===== config.mk =====
export PLATFORM = sky130hd
export DESIGN_NAME = ctl_mode_sequencer
export DESIGN_NICKNAME = d
export VERILOG_FILES = /design/src/rtl/ctl_sv_pkg.sv /design/src/rtl/ctl_mode_flags.sv /design/src/rtl/ctl_stop_encoder.sv /design/src/rtl/ctl_logout_fsm.sv /design/src/rtl/ctl_mode_sequencer.sv
export SDC_FILE = /design/constraint.sdc
export NUM_CORES = 1
export LEC_CHECK = 0
export BUFFER_PORTS_ARGS = -buffer_cell sky130_fd_sc_hd__buf_2
export CAP_MARGIN = 20
export CORE_MARGIN = 1
export CORE_UTILIZATION = 35
export CTS_CLUSTER_DIAMETER = 80
export DETAILED_ROUTE_END_ITERATION = 12
export GPL_ROUTABILITY_DRIVEN = 0
export PLACE_DENSITY = 0.64
export SLEW_MARGIN = 30
export SYNTH_ARGS = -nofsm -noshare
export SYNTH_HDL_FRONTEND = slang
export SYNTH_HIERARCHICAL = 1
export SYNTH_SLANG_ARGS = --single-unit

===== constraint.sdc =====
create_clock -name clk -period 2.5 [get_ports clk]
set_clock_uncertainty 0.1 [all_clocks]
set_input_delay 0.375 -clock clk [delete_from_list [all_inputs] [get_ports clk]]
set_output_delay 0.375 -clock clk [all_outputs]
set_load 0.005 [all_outputs]

===== src/rtl/ctl_sv_pkg.sv =====
package ctl_sv_pkg;

    localparam int STOP_W = 4;

    // Clock-stop latch positions shared with the clock-stop unit
    localparam int STOP_CPUIO   = 0;
    localparam int STOP_CSTORE  = 1;
    localparam int STOP_MSTORE  = 2;
    localparam int STOP_HOLDOFF = 3;

    typedef enum logic [2:0] {
        SQ_IDLE,
        SQ_DEAD,
        SQ_SAVE_SC,
        SQ_TO_MS,
        SQ_SAVE_MS,
        SQ_TO_CS,
        SQ_RELEASE
    } seq_state_t;

    typedef struct packed {
        logic intr;     // interrupt: raise stop latches
        logic gate;     // dead-cycle gate-status strobe
        logic to_ms;    // hand ownership to main store
        logic cs_free;  // control-store clock may run again
        logic to_cs;    // hand ownership to control store
        logic release_all;
    } seq_events_t;

    function automatic logic [STOP_W-1:0] stop_bit(input int pos);
        logic [STOP_W-1:0] v;
        v = '0;
        v[pos] = 1'b1;
        return v;
    endfunction

endpackage


===== src/rtl/ctl_mode_flags.sv =====
module ctl_mode_flags
    import ctl_sv_pkg::*;
(
    input  logic        clk,
    input  logic        rst,
    input  seq_events_t ev,
    output logic        mode_seq,
    output logic        mode_ms,
    output logic        mode_cs,
    output logic        log_flag
);

    always_ff @(posedge clk) begin
        if (rst) begin
            mode_seq <= 1'b0;
            mode_ms  <= 1'b0;
            mode_cs  <= 1'b1;
            log_flag <= 1'b0;
        end else begin
            if (ev.gate) begin
                mode_seq <= 1'b1;
                mode_ms  <= 1'b0;
                mode_cs  <= 1'b0;
            end else if (ev.to_ms) begin
                mode_seq <= 1'b0;
                mode_ms  <= 1'b1;
                mode_cs  <= 1'b0;
            end else if (ev.to_cs) begin
                mode_seq <= 1'b0;
                mode_ms  <= 1'b0;
                mode_cs  <= 1'b1;
            end
            if (ev.gate)
                log_flag <= 1'b1;
            else if (ev.release_all)
                log_flag <= 1'b0;
        end
    end

    a_r9_one_owner: assert property (@(posedge clk) disable iff (rst)
        $countones({mode_seq, mode_ms, mode_cs}) <= 1);

    a_r8_release_clears_log: assert property (@(posedge clk) disable iff (rst)
        ev.release_all |=> !log_flag && mode_cs);

endmodule


===== src/rtl/ctl_stop_encoder.sv =====
module ctl_stop_encoder
    import ctl_sv_pkg::*;
(
    input  seq_events_t       ev,
    output logic [STOP_W-1:0] stop_set,
    output logic [STOP_W-1:0] stop_clr
);

    localparam logic [STOP_W-1:0] INTR_MASK =
        stop_bit(STOP_CPUIO) | stop_bit(STOP_CSTORE) | stop_bit(STOP_MSTORE);
    localparam logic [STOP_W-1:0] GATE_MASK = stop_bit(STOP_MSTORE);
    localparam logic [STOP_W-1:0] CSF_MASK  = stop_bit(STOP_CSTORE);

    for (genvar b = 0; b < STOP_W; b++) begin : g_bit
        assign stop_set[b] = ev.intr & INTR_MASK[b];
        assign stop_clr[b] = (ev.gate & GATE_MASK[b])
                           | (ev.cs_free & CSF_MASK[b])
                           | ev.release_all;
    end

endmodule


===== src/rtl/ctl_logout_fsm.sv =====
module ctl_logout_fsm
    import ctl_sv_pkg::*;
#(
    parameter int SC_ITEMS  = 3,
    parameter int CS_GROUPS = 4,
    localparam int N_ITEMS  = SC_ITEMS + CS_GROUPS + 1,
    localparam int IDX_W    = $clog2(N_ITEMS)
) (
    input  logic             clk,
    input  logic             rst,
    input  logic             tick,
    input  logic             logout_req,
    input  logic             store_done,
    output seq_events_t      ev,
    output logic             dead_cycle,
    output logic             cmd_valid,
    output logic [IDX_W-1:0] cmd_idx
);

    localparam logic [IDX_W-1:0] SC_LAST  = IDX_W'(SC_ITEMS - 1);
    localparam logic [IDX_W-1:0] ALL_LAST = IDX_W'(N_ITEMS - 1);

    seq_state_t st, st_nx;
    logic [IDX_W-1:0] idx_nx;
    logic accept;

    assign cmd_valid  = (st == SQ_SAVE_SC) || (st == SQ_SAVE_MS);
    assign accept     = cmd_valid && store_done;
    assign dead_cycle = (st == SQ_DEAD);

    always_comb begin
        ev             = '0;
        ev.intr        = (st == SQ_IDLE) && tick && logout_req;
        ev.gate        = (st == SQ_DEAD) && tick;
        ev.to_ms       = (st == SQ_TO_MS) && tick;
        ev.cs_free     = (st == SQ_SAVE_MS) && accept && (cmd_idx == ALL_LAST);
        ev.to_cs       = (st == SQ_TO_CS) && tick;
        ev.release_all = (st == SQ_RELEASE) && tick;
    end

    always_comb begin
        st_nx  = st;
        idx_nx = cmd_idx;
        unique case (st)
            SQ_IDLE:    if (ev.intr) st_nx = SQ_DEAD;
            SQ_DEAD:    if (tick) begin
                            st_nx  = SQ_SAVE_SC;
                            idx_nx = '0;
                        end
            SQ_SAVE_SC: if (accept) begin
                            idx_nx = cmd_idx + 1'b1;
                            if (cmd_idx == SC_LAST) st_nx = SQ_TO_MS;
                        end
            SQ_TO_MS:   if (tick) st_nx = SQ_SAVE_MS;
            SQ_SAVE_MS: if (accept) begin
                            if (cmd_idx == ALL_LAST) st_nx = SQ_TO_CS;
                            else idx_nx = cmd_idx + 1'b1;
                        end
            SQ_TO_CS:   if (tick) st_nx = SQ_RELEASE;
            SQ_RELEASE: if (tick) st_nx = SQ_IDLE;
            default:    st_nx = SQ_IDLE;
        endcase
    end

    always_ff @(posedge clk) begin
        if (rst) begin
            st      <= SQ_IDLE;
            cmd_idx <= '0;
        end else begin
            st      <= st_nx;
            cmd_idx <= idx_nx;
        end
    end

    a_r5_cmd_held: assert property (@(posedge clk) disable iff (rst)
        cmd_valid && !store_done |=> cmd_valid && $stable(cmd_idx));

    a_r3_single_dead: assert property (@(posedge clk) disable iff (rst)
        dead_cycle && tick |=> !dead_cycle);

endmodule


===== src/rtl/ctl_mode_sequencer.sv =====
module ctl_mode_sequencer
    import ctl_sv_pkg::*;
#(
    parameter int ADDR_W     = 16,
    parameter int LOG_BASE   = 80,
    parameter int WORD_BYTES = 4,
    parameter int SC_ITEMS   = 3,
    parameter int CS_GROUPS  = 4,
    localparam int N_ITEMS   = SC_ITEMS + CS_GROUPS + 1,
    localparam int IDX_W     = $clog2(N_ITEMS)
) (
    input  logic              clk,
    input  logic              rst,
    input  logic              tick,
    input  logic              logout_req,
    input  logic              store_done,
    output logic [STOP_W-1:0] stop_set,
    output logic [STOP_W-1:0] stop_clr,
    output logic              dead_cycle,
    output logic              gate_status,
    output logic              mode_seq,
    output logic              mode_ms,
    output logic              mode_cs,
    output logic              log_flag,
    output logic              cmd_valid,
    output logic [ADDR_W-1:0] cmd_addr,
    output logic [IDX_W-1:0]  cmd_src
);

    seq_events_t ev;

    ctl_logout_fsm #(
        .SC_ITEMS  (SC_ITEMS),
        .CS_GROUPS (CS_GROUPS)
    ) u_fsm (
        .clk        (clk),
        .rst        (rst),
        .tick       (tick),
        .logout_req (logout_req),
        .store_done (store_done),
        .ev         (ev),
        .dead_cycle (dead_cycle),
        .cmd_valid  (cmd_valid),
        .cmd_idx    (cmd_src)
    );

    ctl_mode_flags u_flags (
        .clk      (clk),
        .rst      (rst),
        .ev       (ev),
        .mode_seq (mode_seq),
        .mode_ms  (mode_ms),
        .mode_cs  (mode_cs),
        .log_flag (log_flag)
    );

    ctl_stop_encoder u_stop (
        .ev       (ev),
        .stop_set (stop_set),
        .stop_clr (stop_clr)
    );

    assign gate_status = ev.gate;
    assign cmd_addr    = ADDR_W'(LOG_BASE) + ADDR_W'(cmd_src) * ADDR_W'(WORD_BYTES);

    a_r2_stop_then_dead: assert property (@(posedge clk) disable iff (rst)
        (stop_set != '0) |=> dead_cycle);

    a_r4_gate_sets_seq: assert property (@(posedge clk) disable iff (rst)
        gate_status |=> log_flag && mode_seq);

    a_r5_no_store_when_dead: assert property (@(posedge clk) disable iff (rst)
        dead_cycle |-> !cmd_valid);

endmodule


; ---- After elaboration in Yosys (flattened, before gate mapping)
; Cells that the tools add are included.
[op_classes]
n_addsub = 2
eq_ne = 18
mux = 23
bitwise_logic = 2
n_reduce_logical = 18
[ops]
columns = op, n
row1 = 2-to-1 mux 3 bit, 12
row2 = one-hot mux 3 bit (7 select lines), 1
row3 = "inequality test 2 bit, second input constant", 8
row4 = "equality test 3 bit, second input constant", 4
row5 = "equality test 3 x 2 -> 1 bit, second input constant", 3
row6 = logical AND 1 bit, 9
row7 = 2-to-1 mux 1 bit, 9
row8 = one-hot mux 3 bit (3 select lines), 1
row9 = AND reduction 9 bit, 1
row10 = "adder 7 x 5 -> 8 bit, first input constant", 1
row11 = nonzero test 3 bit, 2
row12 = AND reduction 5 bit, 1
row13 = "inequality test 2 x 1 -> 1 bit, second input constant", 2
row14 = nonzero test 2 bit, 2
row15 = "adder 3 x 1 -> 3 bit, second input constant", 1
row16 = "equality test 3 x 1 -> 1 bit, second input constant", 1
row17 = zero test 3 bit, 1
row18 = OR 1 bit, 2
row19 = OR reduction 2 bit, 1
row20 = logical OR 1 bit, 1
[totals]
reg_bits = 10
inputBits = 5
output_inout_bits = 34
word_cells = 69

; ---- Logic depth before layout (Yosys ltp)
; Gate-level depths: netlist (run 1).
[depth]
word_depth = 6
mapped_depth = 6

; ---- By module
; Netlist (run 1), hierarchy kept.
[by_module_without_submodules]
columns = module, n_inst, cells_each, area_each_um2, seq_area_each_um2
row1 = ctl_logout_fsm, 1, 63, 466.7, 120.1
row2 = ctl_mode_flags, 1, 14, 140.1, 80.1
row3 = ctl_mode_sequencer, 1, 18, 123.9, 0.0
row4 = ctl_stop_encoder, 1, 9, 61.3, 0.0

; ---- Worst setup path before layout (run 1)
; Ideal clock, no wire load.
[synth_timing]
path_kind = flip-flop to flip-flop
from = reg u_fsm.cmd_idx[0]
to = reg u_fsm.cmd_idx[2]
setup_ps = 70
t_arrival_ps = 1984
path_slack_ps = 347
path_stages_with_launch = 7
period_less_slack_ps = 2153
path_cell_list = dfxtp_1 > ha_1 > ha_1 > or3b_1 > a211o_1 > or4b_1 > a21oi_1
[synth_via]
elab_chain_len = 4
word_cells_on_any_way = 8
[synth_lines]
columns = item, line_no
row1 = start: declaration, ctl_logout_fsm.sv:17  ; output logic [IDX_W-1:0] cmd_idx
row2 = start signal: assignment, ctl_logout_fsm.sv:71  ; cmd_idx <= idx_nx;
row3 = adder 3 x 1 -> 3 bit, "ctl_logout_fsm.sv:51, ctl_logout_fsm.sv:57"
row4 = 2-to-1 mux 3 bit, ctl_logout_fsm.sv:56  ; if (cmd_idx == ALL_LAST) st_nx = SQ_TO_CS;
row5 = 2-to-1 mux 3 bit, ctl_logout_fsm.sv:55  ; SQ_SAVE_MS: if (accept) begin
row6 = one-hot mux 3 bit (3 select lines), ctl_logout_fsm.sv:44  ; unique case (st)
; Several ways; a longest one is shown, not always the timed one. The select of a mux whose other input is x is not followed.
; A chain may end at the register's enable or synchronous reset.

; ---- Final worst setup path (run 1)
; Same ends and word-level chain as after synthesis.

==> load_flow_metrics.sql, run 1 <==
INSERT INTO impl_metrics (metric_group, metric, value, unit) VALUES
('critical_path', 'critical_path.n_buffers_inverters', '0', ''),
('critical_path', 'critical_path.cell_chain', 'ha_1 -> ha_1 -> or3b_1 -> a211o_1 -> or4b_1 -> a21oi_1', ''),
('sta', 'worst_hold_slack', '0.335', 'ns'),
('sta', 'slew_viols_final', '0', ''),
('worst_hold_path', 'timing.hold.worst.start', 'rst', ''),
('final_layout', 'finish.net_count', '129', ''),
('flow_run', 'maxCapViolations', '0', ''),
('die', 'initial_core_util', '0.388', ''),
('clock_network', 'post-cts-setup-buffer-count', '0', ''),
('route', 'routedWlPerCell', '10.6', 'um'),
('final_layout', 'layout-drive-gt1-share', '0.252', ''),
('logic_synthesis', 'synth.yosys.seq_area_share', '0.253', ''),
('final_layout', 'mostFrequentLayoutCell', 'buf_2', ''),
('clock_network', 'clk_latency', '0.26', 'ns'),
('die', 'number_of_primary_i_o_pins', '39', ''),
('final_layout', 'leading_cell_types_in_the_layout_fill_and_taps_excluded', 'buf_2 (25), conb_1 (13), nor2_1 (11), dfxtp_1 (10), a21oi_1 (7)', ''),
('place', 'pre_cts_slack', '0.282', 'ns'),
('critical_path', 'critical-path-top-cell-by-count', 'ha_1', ''),
('global_route', 'grt.met3_usage', '0.0370', ''),
('critical_path', 'slowest_delay', '0.48', 'ns'),
('die', 'chipWidth', '49.6', 'um'),
('global_route', 'grt_util_met2', '0.221', ''),
('sta', 'final.setup.worst_slack', '0.261', 'ns'),
('logic_synthesis', 'synth_top_cell_by_area', 'dfxtp_1', ''),
('die', 'floorplan.rows', '16', ''),
('sta', 'timing.fmax', '447', 'MHz'),
('status', 'outcome', 'finished clean', ''),
('power_and_ir_drop', 'pwrdens', '436', 'nW/um^2'),
('critical_path', 'setup.worst_path.start', 'u_fsm/cmd_idx[0]', ''),
('route', 'drcViolationCount', '0', ''),
('global_route', 'grt_start_max_net_pins', '16', ''),
('power_and_ir_drop', 'power_leakage', '0.435', 'nW'),
('route', 'drtPass1Iterations', '4', ''),
('final_layout', 'multi_input_area', '434', 'sq um'),
('final_layout', 'area.sequential', '200', 'sq um'),
('die', 'core', '2040', 'sq um'),
('logic_synthesis', 'postSynthRegisterBits', '10', ''),
('critical_path', 'critPathMaxFanout', '6', ''),
('global_route', 'initial_antenna_violation_count', '0', ''),
('global_route', 'global_route.overflow_total', '0', ''),
('logic_synthesis', 'synth_warnings', '6', ''),
('route', 'post_drt_via_cell_ratio', '4.64', ''),
('route', 'route.vias.total', '677', ''),
('logic_synthesis', 'synth_simple_gate_area_share', '0.278', ''),
('die', 'die-height', '49.6', 'um'),
('sta', 'layout_worst_path_cycle_share', '0.896', ''),
('place', 'io_buffers', '25', ''),
('sta', 'setup_viol_count_final', '0', ''),
('place', 'hpwl', '1170', 'um'),
('die', 'die_area', '2460', 'sq um'),
('critical_path', 'criticalPathCategory', 'flip-flop to flip-flop', ''),
('route', 'detail_route.iter0.violations', '5', ''),
('logic_synthesis', 'largest_family_of_logic_cells_by_synthesized_area', 'simple AND/OR/NAND/NOR gates', ''),
('global_route', 'global_route.usage.met1', '0.165', ''),
('clock_network', 'cts_tree', 'done', ''),
('global_route', 'busiest_layer', 'met2', ''),
('clock_network', 'postCtsResizedCells', '0', ''),
('sta', 'rsz0062_at_grt', 'no', ''),
('logic_synthesis', 'synth_fa_ha_area_frac', '0.0474', ''),
('critical_path', 'crit_path_start_kind', 'flip-flop', ''),
('critical_path', 'crit_slowest_cell', 'or4b_1', ''),
('sta', 'final_hold_viol_count', '0', ''),
('critical_path', 'worst-endpoint-required', '2.59', 'ns'),
('logic_synthesis', 'synth_top_area_frac', '0.253', ''),
('global_route', 'globalRouteTotalUtil', '0.135', ''),
('logic_synthesis', 'synth_xor_area_frac', '0.0111', ''),
('route', 'routed_wirelength', '1550', 'um'),
('logic_synthesis', 'synth.avg_cell_area', '7.62', 'sq um'),
('critical_path', 'worst_path_dominant_cell_family', 'simple AND/OR/NAND/NOR gates', ''),
('sta', 'period_minus_slack', '2.24', 'ns'),
('critical_path', 'cp_data_arrival_time', '2.33', 'ns');
[where the power goes]
| part | switching [W] | internal, W |
|---|---|---|
| logic | 0.0000420 | 0.0000343 |
| registers | 0.0000163 | 0.000168 |
| clock network | 0.0000542 | 0.0000556 |
| total | 0.000113 | 0.000258 |
[path summary, 6_finish.rpt]
check                     end  slack [ns]  cells after the start
max          u_fsm/cmd_idx[2]        0.26                      6
min          u_flags/mode_seq        0.33                      2
max reg2reg  u_fsm/cmd_idx[2]        0.26                      6
min reg2reg  u_flags/log_flag        0.38                      2
[layout make-up]
class / instances / area share
well taps: 27 / 0.0398
inverters: 7 / 0.0309
repair buffers: 26 / 0.156
flip-flops and latches: 10 / 0.236
multi-input cells: 73 / 0.511
clock buffers: 3 / 0.0265
[flip-flops by register name (all words and copies together) (netlist names)]
signal	flops
u_fsm/cmd_idx	3
u_flags/mode_ms	1
u_flags/mode_cs	1
u_flags/mode_seq	1
u_flags/log_flag	1
u_fsm/st	3
[synth_stat cells]
cell,count
buf_4,21
nor2_1,11
dfxtp_1,10
a21oi_1,7
inv_1,6
nand2b_1,5
nand3_1,4
clkbuf_1,3
conb_1,3
ha_1,3
nand2_1,3
and3_1,2
nand3b_1,2
nor2b_1,2
o211ai_1,2
or2_1,2
or3b_1,2
or4_1,2
a211o_1,1
and4_1,1
inv_2,1
mux2_1,1
mux2i_1,1
nor3_1,1
nor3b_1,1
o211a_1,1
o21ai_0,1
o21bai_1,1
o31ai_1,1
o41ai_1,1
or4b_1,1
xnor2_1,1
[stage by stage]
step	util	power (W)	cells	instance area, sq um
after floorplan	-	0.000254	114	830
after global placement	0.405	0.000264	143	827
after detailed placement	0.405	0.000265	143	827
after CTS	0.416	0.000380	146	850
after global routing	0.416	0.000396	146	850
final	0.416	0.000371	146	850
[worst reg2reg max path, stage by stage (launching register included)]
cell     delay [ns]
dfxtp_1        0.34
ha_1           0.21
ha_1           0.20
or3b_1         0.35
a211o_1        0.36
or4b_1         0.48
a21oi_1        0.14
[kinds of logic (layout without fill, tap and decap cells)]
logic type / Yosys count / count (layout)
compound gates: 15 / 15
xor+xnor: 1 / 1
fa+ha+maj: 3 / 3
buf+inv: 31 / 36
flops: 10 / 10
mux: 2 / 2
other cells: 3 / 13
simple gates: 39 / 39
[layer usage]
layer | wire [um] | part of all wire
met2 | 725 | 0.47
met4 | 0 | 0
met1 | 734 | 0.47
met5 | 0 | 0
met3 | 89 | 0.057
Power figures use the tool's default switching activity.
==> inputs of run 2 (changes only) <==
- PLACE_DENSITY: 0.64 -> 0.73
==> load_flow_metrics.sql, run 2 (synthesis gave the netlist of run 1 again) <==
INSERT INTO impl_metrics (metric_group, metric, value, unit) VALUES
('final_layout', 'layout-drive-gt1-share', '0.252', ''),
('final_layout', 'finish.cell_count_without_fillers', '146', ''),
('sta', 'rsz0062_at_grt', 'no', ''),
('critical_path', 'timing.reg2reg.setup_slack', '0.19', 'ns'),
('global_route', 'globalRouteTotalUtil', '0.137', ''),
('power_and_ir_drop', 'power_leakage', '0.435', 'nW'),
('final_layout', 'antenna_cells_inserted', '0', ''),
('worst_hold_path', 'timing.hold.worst.start', 'rst', ''),
('die', 'core', '2040', 'sq um'),
('route', 'drtPass1Iterations', '4', ''),
('route', 'routed_wirelength', '1590', 'um'),
('sta', 'period_minus_slack', '2.31', 'ns'),
('route', 'drcViolationCount', '0', ''),
('die', 'initial_core_util', '0.388', ''),
('critical_path', 'worstSetupEndpointType', 'flip-flop', ''),
('global_route', 'number_of_global_route_vias_before_repair', '579', ''),
('die', 'floorplan.rows', '16', ''),
('worst_hold_path', 'path_category_of_the_worst_min_delay_check', 'input pin to flip-flop', ''),
('clock_network', 'postCtsHoldBufs', '0', ''),
('route', 'detail_route.iter0.violations', '11', ''),
('sta', 'final_hold_viol_count', '0', ''),
('power_and_ir_drop', 'peak_supply_drop', '0.298', 'mV'),
('critical_path', 'setup.worst_path.start', 'u_fsm/cmd_idx[0]', ''),
('clock_network', 'clk_root_buffer_cell', 'clkbuf_4', ''),
('power_and_ir_drop', 'share_of_total_power_in_the_clock_network', '0.306', ''),
('die', 'die_area', '2460', 'sq um'),
('status', 'outcome', 'finished clean', ''),
('final_layout', 'finish.net_count', '129', ''),
('final_layout', 'leading_cell_types_in_the_layout_fill_and_taps_excluded', 'buf_2 (25), conb_1 (13), nor2_1 (11), dfxtp_1 (10), a21oi_1 (7)', ''),
('final_layout', 'largest_registers', 'u_fsm/cmd_idx (3), u_fsm/st (3)', ''),
('final_layout', 'layout.filler_cells', '224', ''),
('power_and_ir_drop', 'switchingPower', '0.000118', 'W'),
('route', 'route.vias.total', '704', ''),
('clock_network', 'clk_latency', '0.27', 'ns'),
('route', 'ant_nets', '0', ''),
('route', 'post_drt_via_cell_ratio', '4.82', ''),
('route', 'routedWlPerCell', '10.9', 'um'),
('clock_network', 'cts_htree_levels', '1', ''),
('final_layout', 'area.growth.synth_to_final', '7.27', '%'),
('sta', 'slew_viols_final', '0', ''),
('final_layout', 'mostFrequentLayoutCell', 'buf_2', ''),
('critical_path', 'cp_data_arrival_time', '2.41', 'ns'),
('global_route', 'global_route.overflow_total', '0', ''),
('critical_path', 'crit_path_start_kind', 'flip-flop', ''),
('sta', 'setup_viol_count_final', '0', ''),
('clock_network', 'cts_sinks', '10', ''),
('sta', 'timing.fmax', '433', 'MHz'),
('critical_path', 'reg2reg_from', 'u_fsm/cmd_idx[0]', ''),
('global_route', 'grt_first_pass_wirelength', '2510', 'um'),
('sta', 'setup_tns', '0', 'ns'),
('final_layout', 'area.sequential', '200', 'sq um'),
('power_and_ir_drop', 'power.share.combinational', '0.205', ''),
('critical_path', 'worst-endpoint-required', '2.60', 'ns'),
('power_and_ir_drop', 'power.total', '0.000376', 'W'),
('sta', 'layout_worst_path_cycle_share', '0.924', ''),
('place', 'io_buffers', '25', ''),
('flow_run', 'maxCapViolations', '0', ''),
('clock_network', 'cts_tree', 'done', ''),
('place', 'hpwl', '1190', 'um'),
('clock_network', 'post-cts-setup-buffer-count', '0', ''),
('power_and_ir_drop', 'p_seq_frac', '0.489', ''),
('global_route', 'initial_antenna_violation_count', '0', ''),
('power_and_ir_drop', 'pwrdens', '442', 'nW/um^2'),
('die', 'die-height', '49.6', 'um'),
('place', 'dp.cells', '143', ''),
('die', 'chipWidth', '49.6', 'um'),
('final_layout', 'multi_input_area', '434', 'sq um'),
('power_and_ir_drop', 'power_switching_share', '0.313', ''),
('clock_network', 'cts_inserted_buffers', '3', ''),
('clock_network', 'clk_transition_reported_paths', '0.07', 'ns'),
('clock_network', 'postCtsResizedCells', '0', ''),
('clock_network', 'ctsLongestPathBuffers', '2', ''),
('die', 'number_of_primary_i_o_pins', '39', ''),
('global_route', 'grt_start_max_net_pins', '16', ''),
('power_and_ir_drop', 'internal_power', '0.000258', 'W'),
('critical_path', 'critPathMaxFanout', '6', ''),
('critical_path', 'criticalPathCategory', 'flip-flop to flip-flop', '');
run 2: cell counts in the layout (fill, tap and decap cells not counted):
No cell type changed its count.
run 2: layer usage:
layer  wire (um)  vias up  track usage  share of wire
met5           0        -            0              0
met4          15        0       0.0905         0.0095
met3         121        2       0.0401          0.076
met2         757       33        0.230           0.48
met1         691      318        0.147           0.44
li1            -      351            -              -
run 2: final timing paths:
kind                 endpoint  cells after the start
max          u_fsm/cmd_idx[2]                      6
max reg2reg  u_fsm/cmd_idx[2]                      6
min          u_flags/mode_seq                      2
min reg2reg  u_flags/log_flag                      2
run 2: final cells by class:
class | instances | share of cell area
multi-input cells | 73 | 0.511
flip-flops and latches | 10 | 0.236
well taps | 27 | 0.0398
inverters | 7 | 0.0309
clock buffers | 3 | 0.0265
repair buffers | 26 | 0.156
run 2: power groups by stage:
stage               Clock [W]  Sequential (W)  Combinational (W)
floorplan                   0        0.000179          0.0000758
global placement            0        0.000187          0.0000757
detailed placement          0        0.000187          0.0000770
CTS                  0.000117        0.000184          0.0000774
global route         0.000127        0.000186          0.0000868
finish               0.000115        0.000184          0.0000770
run 2: stage by stage:
stage	utilization	hold slack [ns]	instance area [sq um]	setup slack [ns]
6_report	0.416	0.316	850	0.191
5_1_grt	0.416	0.313	850	0.125
4_1_cts	0.416	0.309	850	0.219
3_5_place_dp	0.405	0.368	827	0.245
3_3_place_gp	0.405	0.360	827	0.312
2_1_floorplan	-	0.344	830	0.347
run 2: critical path: stages (launching register included):
cell     delay, ns
dfxtp_1       0.36
ha_1          0.23
ha_1          0.20
or3b_1        0.36
a211o_1       0.36
or4b_1        0.49
a21oi_1       0.15
